**config.mk**
```make
export PLATFORM = sky130hd
export DESIGN_NAME = exu_top
export DESIGN_NICKNAME = d
export VERILOG_FILES = /design/src/rtl/exu_pkg.sv /design/src/rtl/exu_decode.sv /design/src/rtl/exu_addsub.sv /design/src/rtl/exu_shift.sv /design/src/rtl/exu_top.sv
export SDC_FILE = /design/constraint.sdc
export NUM_CORES = 1
export LEC_CHECK = 0
export ABC_AREA = 0
export BUFFER_PORTS_ARGS = -buffer_cell sky130_fd_sc_hd__buf_2
export CAP_MARGIN = 20
export CORE_MARGIN = 2
export CORE_UTILIZATION = 28
export CTS_BUF_LIST = sky130_fd_sc_hd__clkbuf_16
export DETAILED_ROUTE_END_ITERATION = 10
export GPL_TIMING_DRIVEN = 0
export PLACE_DENSITY = 0.53
export SYNTH_ARGS = -nofsm -noshare
export SYNTH_HDL_FRONTEND = slang
export SYNTH_SLANG_ARGS = --single-unit
```
**constraint.sdc**
```tcl
create_clock -name clk -period 6.1 [get_ports clk]
set_clock_uncertainty 0.15 [all_clocks]
set_input_delay 1.22 -clock clk [delete_from_list [all_inputs] [get_ports clk]]
set_output_delay 1.22 -clock clk [all_outputs]
set_load 0.02 [all_outputs]
```
**src/rtl/exu_pkg.sv**
```systemverilog
package exu_pkg;

    localparam int XLEN   = 32;
    localparam int IDX_W  = 5;
    localparam int SHW    = $clog2(XLEN);
    localparam int IMM_W  = 16;
    localparam int CODE_W = 6;

    localparam logic [CODE_W-1:0] OPC_REG   = 6'h00;
    localparam logic [CODE_W-1:0] OPC_ADDI  = 6'h08;
    localparam logic [CODE_W-1:0] OPC_ADDIU = 6'h09;
    localparam logic [CODE_W-1:0] OPC_ANDI  = 6'h0c;
    localparam logic [CODE_W-1:0] OPC_ORI   = 6'h0d;
    localparam logic [CODE_W-1:0] OPC_XORI  = 6'h0e;
    localparam logic [CODE_W-1:0] OPC_LUI   = 6'h0f;

    localparam logic [CODE_W-1:0] FN_SLL  = 6'h00;
    localparam logic [CODE_W-1:0] FN_SRL  = 6'h02;
    localparam logic [CODE_W-1:0] FN_SRA  = 6'h03;
    localparam logic [CODE_W-1:0] FN_SLLV = 6'h04;
    localparam logic [CODE_W-1:0] FN_SRLV = 6'h06;
    localparam logic [CODE_W-1:0] FN_SRAV = 6'h07;
    localparam logic [CODE_W-1:0] FN_ADD  = 6'h20;
    localparam logic [CODE_W-1:0] FN_ADDU = 6'h21;
    localparam logic [CODE_W-1:0] FN_SUB  = 6'h22;
    localparam logic [CODE_W-1:0] FN_SUBU = 6'h23;
    localparam logic [CODE_W-1:0] FN_AND  = 6'h24;
    localparam logic [CODE_W-1:0] FN_OR   = 6'h25;
    localparam logic [CODE_W-1:0] FN_XOR  = 6'h26;
    localparam logic [CODE_W-1:0] FN_NOR  = 6'h27;

    typedef enum logic [3:0] {
        K_ADD, K_SUB, K_AND, K_OR, K_XOR, K_NOR,
        K_SHL, K_SHR_LOG, K_SHR_ARI, K_UPPER
    } kind_e;

    typedef enum logic [1:0] {
        B_REG, B_SEXT, B_ZEXT
    } bsel_e;

    typedef struct packed {
        logic             legal;
        kind_e            kind;
        bsel_e            bsel;
        logic             var_amt;
        logic             trap;
        logic [IDX_W-1:0] dst;
    } ctl_t;

    typedef struct packed {
        logic [XLEN-1:0]  value;
        logic             wen;
        logic [IDX_W-1:0] idx;
        logic             ovf;
        logic             ill;
    } wb_t;

    function automatic logic [CODE_W-1:0] f_opcode(input logic [31:0] w);
        return w[31:26];
    endfunction

    function automatic logic [CODE_W-1:0] f_funct(input logic [31:0] w);
        return w[5:0];
    endfunction

    function automatic logic [SHW-1:0] f_shamt(input logic [31:0] w);
        return w[10:6];
    endfunction

    function automatic logic [XLEN-1:0] f_sext(input logic [IMM_W-1:0] v);
        return {{(XLEN-IMM_W){v[IMM_W-1]}}, v};
    endfunction

    function automatic logic [XLEN-1:0] f_zext(input logic [IMM_W-1:0] v);
        return {{(XLEN-IMM_W){1'b0}}, v};
    endfunction

endpackage

```
**src/rtl/exu_decode.sv**
```systemverilog
module exu_decode
    import exu_pkg::*;
(
    input  logic [31:0] instr,
    output ctl_t        ctl
);
    logic [CODE_W-1:0] opc;
    logic [CODE_W-1:0] fn;

    assign opc = f_opcode(instr);
    assign fn  = f_funct(instr);

    always_comb begin
        ctl         = '0;
        ctl.kind    = K_ADD;
        ctl.bsel    = B_REG;
        ctl.legal   = 1'b1;
        if (opc == OPC_REG) begin
            ctl.dst = instr[15:11];
            unique case (fn)
                FN_ADD:  begin ctl.kind = K_ADD; ctl.trap = 1'b1; end
                FN_ADDU: ctl.kind = K_ADD;
                FN_SUB:  begin ctl.kind = K_SUB; ctl.trap = 1'b1; end
                FN_SUBU: ctl.kind = K_SUB;
                FN_AND:  ctl.kind = K_AND;
                FN_OR:   ctl.kind = K_OR;
                FN_XOR:  ctl.kind = K_XOR;
                FN_NOR:  ctl.kind = K_NOR;
                FN_SLL:  ctl.kind = K_SHL;
                FN_SRL:  ctl.kind = K_SHR_LOG;
                FN_SRA:  ctl.kind = K_SHR_ARI;
                FN_SLLV: begin ctl.kind = K_SHL;     ctl.var_amt = 1'b1; end
                FN_SRLV: begin ctl.kind = K_SHR_LOG; ctl.var_amt = 1'b1; end
                FN_SRAV: begin ctl.kind = K_SHR_ARI; ctl.var_amt = 1'b1; end
                default: ctl.legal = 1'b0;
            endcase
        end else begin
            ctl.dst = instr[20:16];
            unique case (opc)
                OPC_ADDI:  begin ctl.kind = K_ADD; ctl.bsel = B_SEXT; ctl.trap = 1'b1; end
                OPC_ADDIU: begin ctl.kind = K_ADD; ctl.bsel = B_SEXT; end
                OPC_ANDI:  begin ctl.kind = K_AND; ctl.bsel = B_ZEXT; end
                OPC_ORI:   begin ctl.kind = K_OR;  ctl.bsel = B_ZEXT; end
                OPC_XORI:  begin ctl.kind = K_XOR; ctl.bsel = B_ZEXT; end
                OPC_LUI:   ctl.kind = K_UPPER;
                default:   ctl.legal = 1'b0;
            endcase
        end
        if (!ctl.legal) begin
            ctl.dst  = '0;
            ctl.trap = 1'b0;
        end
    end
endmodule

```
**src/rtl/exu_addsub.sv**
```systemverilog
module exu_addsub #(
    parameter int W = 32
) (
    input  logic [W-1:0] a,
    input  logic [W-1:0] b,
    input  logic         sub,
    output logic [W-1:0] sum,
    output logic         ovf
);
    logic [W-1:0] b_eff;

    assign b_eff = sub ? ~b : b;
    assign sum   = a + b_eff + {{(W-1){1'b0}}, sub};
    // operands of equal effective sign producing a result of the other sign
    assign ovf   = (a[W-1] == b_eff[W-1]) && (sum[W-1] != a[W-1]);
endmodule

```
**src/rtl/exu_shift.sv**
```systemverilog
module exu_shift #(
    parameter int W   = 32,
    parameter int AMT = $clog2(W)
) (
    input  logic [W-1:0]   data,
    input  logic [AMT-1:0] amt,
    input  logic           left,
    input  logic           arith,
    output logic [W-1:0]   out
);
    logic [W-1:0] st [0:AMT];
    logic         fill;

    assign fill  = arith & data[W-1];
    assign st[0] = data;

    for (genvar s = 0; s < AMT; s++) begin : g_stage
        localparam int SH = 1 << s;
        logic [W-1:0] moved;
        assign moved     = left ? {st[s][W-1-SH:0], {SH{1'b0}}}
                                : {{SH{fill}}, st[s][W-1:SH]};
        assign st[s+1]   = amt[s] ? moved : st[s];
    end

    assign out = st[AMT];
endmodule

```
**src/rtl/exu_top.sv**
```systemverilog
module exu_top
    import exu_pkg::*;
(
    input  logic        clk,
    input  logic        rst,
    input  logic [31:0] instr_i,
    input  logic [31:0] rs_val_i,
    input  logic [31:0] rt_val_i,
    output logic [31:0] result_o,
    output logic        wr_en_o,
    output logic [4:0]  wr_idx_o,
    output logic        ovf_o,
    output logic        illegal_o
);
    ctl_t            ctl;
    logic [XLEN-1:0] opnd_b;
    logic [XLEN-1:0] as_sum;
    logic            as_ovf;
    logic [XLEN-1:0] sh_out;
    logic [SHW-1:0]  sh_amt;
    logic [XLEN-1:0] res;
    wb_t             wb_d;
    wb_t             wb_q;

    exu_decode u_dec (
        .instr (instr_i),
        .ctl   (ctl)
    );

    always_comb begin
        unique case (ctl.bsel)
            B_SEXT:  opnd_b = f_sext(instr_i[IMM_W-1:0]);
            B_ZEXT:  opnd_b = f_zext(instr_i[IMM_W-1:0]);
            default: opnd_b = rt_val_i;
        endcase
    end

    exu_addsub #(.W(XLEN)) u_as (
        .a   (rs_val_i),
        .b   (opnd_b),
        .sub (ctl.kind == K_SUB),
        .sum (as_sum),
        .ovf (as_ovf)
    );

    assign sh_amt = ctl.var_amt ? rs_val_i[SHW-1:0] : f_shamt(instr_i);

    exu_shift #(.W(XLEN), .AMT(SHW)) u_sh (
        .data  (rt_val_i),
        .amt   (sh_amt),
        .left  (ctl.kind == K_SHL),
        .arith (ctl.kind == K_SHR_ARI),
        .out   (sh_out)
    );

    always_comb begin
        unique case (ctl.kind)
            K_ADD, K_SUB: res = as_sum;
            K_AND:        res = rs_val_i & opnd_b;
            K_OR:         res = rs_val_i | opnd_b;
            K_XOR:        res = rs_val_i ^ opnd_b;
            K_NOR:        res = ~(rs_val_i | opnd_b);
            K_UPPER:      res = {instr_i[IMM_W-1:0], {(XLEN-IMM_W){1'b0}}};
            default:      res = sh_out;
        endcase
    end

    always_comb begin
        wb_d.ill   = !ctl.legal;
        wb_d.ovf   = ctl.legal && ctl.trap && as_ovf;
        wb_d.idx   = ctl.dst;
        wb_d.value = ctl.legal ? res : '0;
        wb_d.wen   = ctl.legal && !wb_d.ovf && (ctl.dst != '0);
    end

    always_ff @(posedge clk) begin
        if (rst) wb_q <= '0;
        else     wb_q <= wb_d;
    end

    assign result_o  = wb_q.value;
    assign wr_en_o   = wb_q.wen;
    assign wr_idx_o  = wb_q.idx;
    assign ovf_o     = wb_q.ovf;
    assign illegal_o = wb_q.ill;
endmodule

```
# Yosys cells after proc, flatten, opt, wreduce, memory -nomap -nowiden
# Cells that the tools add are included.
# word_totals
ff_bits,40
in_bits,98
output_inout_bits,40
elab_cells,95
# classes
bitwise,7
n_mux,27
reduce_logical,23
n_addsub,2
n_eq_ne,31
# ops
cell,count
32-bit 2-to-1 mux,11
32-bit case mux with 6 select lines,1
32-bit NOT,2
32-bit case mux with 2 select lines,1
"6-bit equality test, second input constant",8
"6-bit by 4-bit equality test with 1-bit output, second input constant",6
32-bit by 1-bit adder with 32-bit output,1
32-bit adder,1
32-bit AND,1
32-bit OR,1
4-bit case mux with 8 select lines,1
32-bit bitwise XOR,1
"6-bit by 3-bit equality test with 1-bit output, second input constant",3
4-bit case mux with 4 select lines,1
2-bit OR reduction,8
14-bit OR reduction,1
"4-bit by 3-bit equality test with 1-bit output, second input constant",3
"6-bit by 2-bit equality test with 1-bit output, second input constant",2
6-bit zero test,2
6-bit 2-to-1 mux,2
5-bit 2-to-1 mux,2
"4-bit by 2-bit equality test with 1-bit output, second input constant",2
"4-bit equality test, second input constant",2
1-bit 2-to-1 mux,6
15 further kinds,21

# Logic depth before layout (Yosys ltp)
# depth
ltp_word,17
ltp_mapped,23
mapped_depth_nobuf,21

# By module
# A second synthesis with hierarchy kept.
# unflattened
hier_cells,1396
area_unflattened_um2,10537.6
# by_module_without_submodules
module,instances,seq_area_each_um2,cells_per_inst,area_each_um2
exu_top,1,800.8,469,4187.8
exu_shift,1,0.0,588,3991.3
exu_addsub,1,0.0,299,2090.8
exu_decode,1,0.0,40,267.8

# Worst setup path after synthesis
# No wires, ideal clock.
# synth_timing
path_type,input port to flip-flop
startpoint,in instr_i[28]
endpoint,"reg wb_q, in the netlist result_o[30]"
setup_time_ps,129
path_stages,22
slack_ps,286
arrival_ps,5535
path_buffers,3
required_time_ps,5821
path_cell_list,buf_6 > and2_1 > and4b_1 > a21oi_1 > ha_1 > clkbuf_1 > nor2_1 > clkbuf_1 > a22oi_1 > xnor2_1 > ha_1 > a21oi_1 > nand4b_1 > a41oi_1 > a31oi_1 > o21ai_0 > a41o_1 > nand2_1 > a21oi_1 > mux2i_1 > a221oi_1 > nor3b_2
# synth_between
elab_chain_cells,15
elab_cells_between_ends,52
cone_classes,2 x add/sub; 16 x eq/ne; 20 x mux; 7 x bitwise; 7 x reduce/logical
# synth_rtl
element,line_no,source
start: declaration,exu_top.sv:6,"input logic [31:0] instr_i,"
branches (longest 15 deep; another with 32-bit adder),--,
end signal: assignment,exu_top.sv:78,else wb_q <= wb_d;
end: declaration,exu_top.sv:23,wb_t wb_q;
# Parallel ways; which one is timed is not known.
# A chain may end at the register's enable or synchronous reset.

# Worst setup path in the final report
# layout_timing
startpoint,in instr_i[4]
endpoint,"reg wb_q, in the netlist result_o[30]"
# layout_between
elab_chain_cells,16
elab_cells_between_ends,55
cone_classes,2 x add/sub; 21 x eq/ne; 19 x mux; 3 x bitwise; 10 x reduce/logical
# layout_rtl
element
branches (longest 16 deep; another with 32-bit adder)
# Parallel ways; which one is timed is not known.

==> flow_summary.yaml <==
status:
  outcome: "completed"
floorplan:
  start_util: 0.282
  core.rowCount: 70
  die_area_um2: 38100
  coreArea_um2: 36300
  ioPinCount: 138
  die_h_um: 195
  die_w_um: 195
yosys:
  synth.distinct_cells: 103
  synthSimpleGateAreaFrac: 0.216
  async_flop_share: 0
  synthTopCellsByArea: "ha_1 12%, dfxtp_1 7.8%, a21oi_1 7.6%"
  synth_area_per_cell_um2: 6.75
  netlist.area_leader.share: 0.121
  ys.flop_type: "dfxtp_1"
  syn_inst: 1518
  synth_edf_count: 0
  synth-compound-area-share: 0.426
  syn-cell-area_um2: 10200
  ys.warnings.count: 0
  synth-adder-area-share: 0.123
  syn_nets: 1716
  synth_xor_area_frac: 0.0453
  synth_largest_area_cell: "ha_1"
  ys_seq_area_frac: 0.0782
  ys_seq_elements: 40
  synth_top_family_by_area: "compound AO/OA/AOI/OAI gates"
  synthMuxAreaShare: 0.0225
sta:
  fin_hold_ws_ns: 0.975
  max_freq_mhz: 166
  period_share: 0.985
  finalCriticalPeriod_ns: 6.01
  finalHoldViolCount: 0
  setup_viol: 0
  rsz0062_at_grt: "false"
  finalMaxSlewViolations: 0
  max_slew_margin: 0.198
  tightest_slew_ns: 1.20
clocking:
  root_buffer: "clkbuf_16"
  clkSlewWorstSetupHoldPaths_ns: 0.07
  hold_buffers: 0
  cts_buffer_depth: 2
  htree_levels: 2
  cts_buffers: 5
  cts_tree: "done"
  cts_sinks: 40
pwr:
  power_density_nw_per_um2: 133
  leakagePower_nw: 4.94
  ir_drop_uv: 94.9
  power_mw: 1.59
global_route:
  antenna_found_initial: 1
  track_usage: 0.323
  grt_pass1_wl_um: 91500
  globalRouteOverflowTotal: 0
  grt_max_degree: 15
  grt_pass1_vias: 13200
critical_path:
  crit_path_end_kind: "flop"
  worstPathArrival_ns: 6.02
  cp_max_fo: 10
  required_ns: 6.11
  crit_path_start: "instr_i[4]"
  crit_type: "primary input to flop"
  start_kind: "primary input"
route:
  via_per_inst: 6.56
  postRouteAntennaNets: 0
  vias: 13900
  remaining_drc_errors: 0
  drtPass1Iterations: 6
  wl_per_cell_um: 30.1
  totalWireLength_um: 63900
  drtIter0Drc: 1876
placement:
  hpwl_um: 50900
  io_buffer_count: 123
  place_inst: 2111
  place_congestion: 1.04
final_layout:
  syn_to_final_growth_pct: 16.7
  drive_gt1_frac: 0.172
  utilization: 0.329
  multi_input_area_um2: 8810
  regArea_um2: 801
  layoutNonFillerInstCount: 2122
  nets: 1850
  nFillCells: 3988
flow_run:
  drv_cap: 0
hold_path:
  hold_path.class: "primary input to flop"
  min_from: "rst"
cells by family (layout without fill, tap and decap cells):
group / Yosys count / after routing
compound gates: 638 / 638
xor+xnor: 53 / 53
fa+ha+maj: 100 / 100
buf+inv: 212 / 347
flops: 40 / 40
mux: 22 / 22
other cells: 0 / 1
simple gates: 453 / 453
layer usage:
layer  global-route usage  vias up  part of all wire
li1                     -     6005                 -
met5                    0        -           0.00017
met4                0.167        2             0.064
met2                0.518      947              0.44
met3               0.0554      243             0.098
met1                0.416     6729              0.40
synth_stat cells, drive strengths merged (15+ instances only):
cell type / count
o221ai: 15
a211oi: 31
clkbuf: 46
nand2: 152
o21ai: 131
mux2i: 17
and3: 21
dfxtp: 40
inv: 97
nor2: 108
o22ai: 15
a31oi: 34
nor3: 36
nand3: 58
a221oi: 36
a21oi: 155
buf: 69
nand2b: 17
xnor2: 48
a22oi: 26
ha: 99
o211ai: 37
a21o: 21
metrics by stage:
step | setup TNS, ns | instance area (um2) | setup slack [ns]
3_3_place_gp | -23.18 | 11400 | -1.48
2_1_floorplan | 0 | 10200 | 0.286
6_report | 0 | 12000 | 0.0915
4_1_cts | -0.000257 | 11800 | -0.000257
3_5_place_dp | -23.99 | 11500 | -1.50
5_1_grt | 0 | 12000 | 0.00223
cells in the final DEF, fill, tap and decap left out, drive strengths merged, types with 34 or more instances in the layout:
cell / instances
a21oi: 155
xnor2: 48
nand3: 58
clkbuf: 50
o211ai: 37
o21ai: 131
a221oi: 36
nor2: 108
nor3: 36
inv: 98
nand2: 152
buf: 197
dfxtp: 40
ha: 99
a31oi: 34
critical path: stages:
cell and delay, ns:
buf_2 0.19, or4_4 0.57, nor3_4 0.31, buf_6 0.22
nand2_1 0.12, nor2_4 0.23, buf_4 0.28, xnor2_1 0.11
ha_1 0.39, and3_1 0.30, nand2_1 0.15, o2bb2ai_1 0.27
a31oi_4 0.07, o21ai_2 0.25, a41o_1 0.29, nand2_1 0.11
a21oi_1 0.23, mux2i_1 0.14, a221oi_2 0.45, nor3b_2 0.09
sequential cells by signal, summed over array words and instances (netlist names):
register,cells
wr_en_o,1
ovf_o,1
wr_idx_o,5
result_o,32
illegal_o,1
where the power goes:
part	total (mW)	switching [mW]	internal [mW]
Clock	0.310	0.115	0.194
Sequential	0.269	0.00149	0.268
Combinational	1.01	0.690	0.319
final timing paths:
path | to | slack [ns] | cells past startpoint
max | result_o[30]$_SDFF_PP0_ | 0.09 | 20
min | illegal_o$_SDFF_PP0_ | 0.97 | 2
final cells by class:
class                      count  share of cell area
inverter                      97              0.0304
clock inverter                 3             0.00387
multi-input combinational   1266               0.737
timing repair buffer         128              0.0547
buffer                       114              0.0474
tap                          468              0.0490
sequential                    40              0.0670
clock buffer                   5              0.0105
antenna                        1            0.000209
timing repair:
item                                    in CTS  in global routing
setup buffers                                0                  2
pin swaps                                    2                 11
gates resized for setup                     35                 38
endpoints found under the setup margin      25                 21
Note: power is estimated with default switching activity, not from simulation.
